$ cat config.mk
export PLATFORM = sky130hd
export DESIGN_NAME = pipe_resp_ctrl
export DESIGN_NICKNAME = d
export VERILOG_FILES = /design/src/rtl/prc_pkg.sv /design/src/rtl/prc_busy.sv /design/src/rtl/prc_toggle.sv /design/src/rtl/prc_resp_hold.sv /design/src/rtl/pipe_resp_ctrl.sv
export SDC_FILE = /design/constraint.sdc
export NUM_CORES = 1
export LEC_CHECK = 0
export CORE_AREA = 2 2 39 41
export DETAILED_ROUTE_END_ITERATION = 7
export DIE_AREA = 0 0 41 43
export DONT_BUFFER_PORTS = 1
export SLEW_MARGIN = 20
export SYNTH_ARGS = -nofsm -noshare
export SYNTH_HDL_FRONTEND = slang
export SYNTH_SLANG_ARGS = --single-unit
export TNS_END_PERCENT = 5
$ cat constraint.sdc
create_clock -name clk -period 1.5 [get_ports clk]
set_clock_uncertainty 0.2 [all_clocks]
set_input_delay 0.45 -clock clk [delete_from_list [all_inputs] [get_ports clk]]
set_output_delay 0.45 -clock clk [all_outputs]
set_load 0.02 [all_outputs]
$ cat src/rtl/prc_pkg.sv
// Package: shared encodings for the pipe response/toggle controller.
// Assumes a two-bit response field; both upper codes decode as STALL.
package prc_pkg;
    localparam int RESP_W = 2;

    typedef enum logic [RESP_W-1:0] {
        RESP_NAK    = 2'b00,
        RESP_BUF    = 2'b01,
        RESP_STALL  = 2'b10,
        RESP_STALL2 = 2'b11
    } resp_e;

    // True when the response lets the pipe move data.
    function automatic logic resp_moves_data(input logic [RESP_W-1:0] r);
        return r == RESP_BUF;
    endfunction
endpackage

$ cat src/rtl/prc_busy.sv
// Module: transaction-in-flight flag.
// Sets on an accepted start (idle and data allowed) and clears when the
// engine reports completion or a PID mismatch. Assumes one-cycle strobes.
module prc_busy (
    input  logic clk,
    input  logic rst_n,
    input  logic start,
    input  logic done,
    input  logic mismatch,
    input  logic may_move,
    output logic busy
);
    logic accept;
    logic finish;

    // Decode which strobes act on the flag in this cycle.
    always_comb begin
        accept = start & ~busy & may_move;
        finish = busy & (done | mismatch);
    end

    // Hold the in-flight flag.
    always_ff @(posedge clk) begin
        if (!rst_n)
            busy <= 1'b0;
        else if (finish)
            busy <= 1'b0;
        else if (accept)
            busy <= 1'b1;
    end
endmodule

$ cat src/rtl/prc_toggle.sv
// Module: expected DATA0/DATA1 sequence bit.
// Advances on a normal completion of a busy, non-isochronous pipe, except
// when a PID mismatch is flagged in the same cycle. Software forces apply
// only while idle; the clear wins over the set.
module prc_toggle #(
    parameter logic TOG_RESET = 1'b0
) (
    input  logic clk,
    input  logic rst_n,
    input  logic busy,
    input  logic done,
    input  logic mismatch,
    input  logic iso,
    input  logic force_clr,
    input  logic force_set,
    output logic toggle
);
    logic advance;
    logic toggle_nxt;

    // Decide whether a completed transaction moves the sequence bit.
    always_comb begin
        advance = busy & done & ~mismatch & ~iso;
    end

    // Select the next sequence value from advance and idle-time forces.
    always_comb begin
        toggle_nxt = toggle;
        if (busy) begin
            if (advance)
                toggle_nxt = ~toggle;
        end else if (force_clr) begin
            toggle_nxt = 1'b0;
        end else if (force_set) begin
            toggle_nxt = 1'b1;
        end
    end

    // Register the sequence bit.
    always_ff @(posedge clk) begin
        if (!rst_n)
            toggle <= TOG_RESET;
        else
            toggle <= toggle_nxt;
    end
endmodule

$ cat src/rtl/prc_resp_hold.sv
// Module: readable response field plus the effective response seen by the
// engine. A shadow copy tracks the field while no split is open and is
// frozen from the split-start cycle until the complete-split finishes.
module prc_resp_hold #(
    parameter int W = prc_pkg::RESP_W
) (
    input  logic         clk,
    input  logic         rst_n,
    input  logic         wr,
    input  logic [W-1:0] wdata,
    input  logic         split_start,
    input  logic         split_done,
    output logic [W-1:0] field_q,
    output logic [W-1:0] eff,
    output logic         split_active
);
    logic [W-1:0] shadow_q;

    // Software-visible field: every write lands at once.
    always_ff @(posedge clk) begin
        if (!rst_n)
            field_q <= '0;
        else if (wr)
            field_q <= wdata;
    end

    // Split-open flag: a finish wins over a new start in an open split.
    always_ff @(posedge clk) begin
        if (!rst_n)
            split_active <= 1'b0;
        else if (split_active && split_done)
            split_active <= 1'b0;
        else if (split_start)
            split_active <= 1'b1;
    end

    // Shadow follows the field until a split freezes it.
    always_ff @(posedge clk) begin
        if (!rst_n)
            shadow_q <= '0;
        else if (!split_active)
            shadow_q <= field_q;
    end

    // Effective response: frozen copy during a split, live field otherwise.
    always_comb begin
        eff = split_active ? shadow_q : field_q;
    end
endmodule

$ cat src/rtl/pipe_resp_ctrl.sv
// Module: per-pipe response and sequence-toggle controller (top).
// Combines the response field, the busy flag and the toggle tracker.
// Assumes all event and software strobes are single-cycle pulses that are
// synchronous to clk.
module pipe_resp_ctrl #(
    parameter int   RESP_W    = prc_pkg::RESP_W,
    parameter logic TOG_RESET = 1'b0
) (
    input  logic              clk,
    input  logic              rst_n,
    input  logic              cfg_wr,
    input  logic [RESP_W-1:0] cfg_resp,
    input  logic              cfg_iso,
    input  logic              tog_clr,
    input  logic              tog_set,
    input  logic              ev_start,
    input  logic              ev_done,
    input  logic              ev_rx_mismatch,
    input  logic              ev_split_start,
    input  logic              ev_split_done,
    output logic [RESP_W-1:0] resp_reg,
    output logic [RESP_W-1:0] resp_eff,
    output logic              toggle,
    output logic              busy,
    output logic              split_active
);
    logic may_move;

    // Only the BUF response lets a start claim the pipe.
    always_comb begin
        may_move = prc_pkg::resp_moves_data(resp_eff);
    end

    prc_resp_hold #(.W(RESP_W)) i_resp (
        .clk          (clk),
        .rst_n        (rst_n),
        .wr           (cfg_wr),
        .wdata        (cfg_resp),
        .split_start  (ev_split_start),
        .split_done   (ev_split_done),
        .field_q      (resp_reg),
        .eff          (resp_eff),
        .split_active (split_active)
    );

    prc_busy i_busy (
        .clk      (clk),
        .rst_n    (rst_n),
        .start    (ev_start),
        .done     (ev_done),
        .mismatch (ev_rx_mismatch),
        .may_move (may_move),
        .busy     (busy)
    );

    prc_toggle #(.TOG_RESET(TOG_RESET)) i_tog (
        .clk       (clk),
        .rst_n     (rst_n),
        .busy      (busy),
        .done      (ev_done),
        .mismatch  (ev_rx_mismatch),
        .iso       (cfg_iso),
        .force_clr (tog_clr),
        .force_set (tog_set),
        .toggle    (toggle)
    );
endmodule

==> run summary <==
Status: complete, but fails checks
Failing checks: negative setup slack
Avg Vias per Cell: 4.50
CTS tree: done
Routed WL: 637 µm
Worst skew pair latency: 0.24 ns
Initial DRC Count: 2
Vias in the first global route: 270
Worst reg-to-reg path cell count: 3
CP endpoint kind: output port
Die Y: 43 µm
Die footprint: 1760 µm²
Crit path max-delay cell type: dfxtp_4
RD Place Congestion: 0.672
Post-synth top area share: 48.5%
# DRC: 0
Fin worst setup slack: -0.107 ns
GRT Overall Usage: 9.37%
PwrDens: 1090 nW/µm²
Hold Crit Class: in2reg
Hold buffer count at CTS: 0
Horiz. Die Dim: 41 µm
Hpwl dp: 495 µm
Fraction of layout instances using a drive strength above 1: 38.9%
Drt first pass iters: 2
Floorplan core area: 1380 µm²
Routed len/inst: 12.3 µm
Worst setup SP type: flip-flop
Area Growth Syn to Fin: 34.6%
Period utilisation layout: 107%
Synthesized instance count: 27
Synthesized area: 289 µm²
Clk sink count: 7
Max-slew violation count: 0
Max H-tree Level: 1
Critical path fanouts, max: 3
Crit path largest cell delay: 0.37 ns
Hold depth: 1
Remaining global-route overflow: 0
Finished Layout Cells: 52
Max VDD drop: 287 µV
Commonest non-fill, non-tap cell in the layout: dfxtp_1
Synthesized area per cell: 10.7 µm²
Hold_ws: 0.138 ns
Root buffer cell: clkbuf_4
Fin util: 28.1%
Worst-margin pin slew: 0.262 ns
Largest net degree at the start of global routing: 8
Sequential fraction of the synthesis area: 48.5%
Worst Hold Launch: rst_n
Leakage: 0.000174 µW
RSZ-0062 raised after global routing: yes
Final min period: 1.61 ns
Clk pin slew, worst setup/hold paths: 0.05 ns
Vias after detailed routing: 234
Synth Register Bits: 7
Cts repair resizes: 2
Max Cap Viol: 0
Setup bufs post-CTS: 0
Setup slack, reg-to-reg: 0.09 ns
Routed Antenna Nets: 0
Yosys top cell by area: dfxtp_1
Final hold viol count: 0
I/O pins: 20
Final Setup Violations: 2
Row count: 14
Synthesis Warnings: 0
Required time worst endpoint: 0.85 ns
Slew HR: 82.5%
Starting Density: 20.9%
NumNets Final: 50
Setup TNS Final: -0.210 ns
Worst Setup Path Type: reg2out
Post-Place Cells: 48
# diodes: 0
Worst endpoint data arrival time: 0.96 ns
F_max: 0.622 GHz
CTS Buf Count: 3
Leading post-synthesis cells by cell area: dfxtp_1 48%, mux2i_1 10%, nor2b_1 6.5%
CP Cell Sequence: mux2_4
Initial antenna violation count: 0
First-pass GRT wire length: 1.03 mm
Pre-CTS setup slack: 0.0984 ns
Hold Path Sink: i_resp.field_q[0]
Buf/Inv on CP: 0
Port bufs: 0
Reg2reg start: i_resp.split_active
Crit-path leading delay family: flip-flops
Syn_nets: 40
Most frequent cells in the layout: 6 x dfxtp_1, 5 x buf_4, 3 x nor2b_1, 3 x clkbuf_4
Clk buf depth: 2
Reg-to-reg endpoint: i_busy.busy
Post-synth cell types: 13
## worst max-delay path by stage
stage                        startpoint           to  slack (ns)  depth (start not counted)
detailed placement  i_resp.split_active  i_busy.busy         0.1                          3
global route        i_resp.split_active  resp_eff[1]       -0.15                          2
floorplan           i_resp.split_active  resp_eff[1]        0.03                          2
finish              i_resp.split_active  resp_eff[0]       -0.11                          1
CTS                 i_resp.split_active  resp_eff[1]       -0.14                          2
global placement    i_resp.split_active  resp_eff[1]        0.12                          2
## flip-flops by register name (all words and copies together), names as in the netlist
register and flops:
i_busy.busy 1, i_resp.field_q 2, i_resp.shadow_q 2, i_resp.split_active 1
i_tog.toggle 1
## through the flow
step           area [µm²]  total power, µW
2_1_floorplan         290              245
3_5_place_dp          348              262
4_1_cts               378              433
6_report              389              425
3_3_place_gp          348              261
5_1_grt               389              457
## cells by family after synthesis
group / count (synthesis) / share of synthesized area, %
muxes: 4 / 15.6
buffers and inverters: 3 / 3.90
and+or+nand+nor: 8 / 18.2
DFF: 7 / 48.5
AOI/OAI and AO/OA: 5 / 13.8
## layer usage
metal	vias up	wire length [µm]	track usage, %
met2	14	334	11.9
met5	-	0	0
met4	0	8	10.0
met1	105	216	9.09
li1	113	-	-
met3	2	77	6.28
## where the power goes
part / total [µW] / switching, µW / internal (µW) / leakage, µW
sequential: 207 / 10.8 / 196 / 0.0000581
combinational: 55.4 / 26.6 / 28.9 / 0.000101
clock: 162 / 61.3 / 101 / 0.0000150
## worst reg2reg max path: stages, from the launching register on
cell and delay, ns:
dfxtp_4 0.37, mux2_4 0.35, and2_4 0.17, a41o_1 0.22
## final cells by class
class	instances	area (µm²)
Clock buffer	4	26.3
Sequential cell	7	144
Tap cell	16	20.0
Timing Repair Buffer	5	37.5
Multi-Input combinational cell	17	150
Inverter	3	11.3
Fill cell	152	995
## cell usage after synthesis (all sizes together)
cell / count
nand2: 2
nor3: 1
and4bb: 1
nor2b: 3
o21ai: 1
mux2i: 3
and2: 1
a211oi: 2
inv: 3
dfxtp: 7
mux2: 1
o211a: 1
a41o: 1
(Power assumes the default switching activity.)
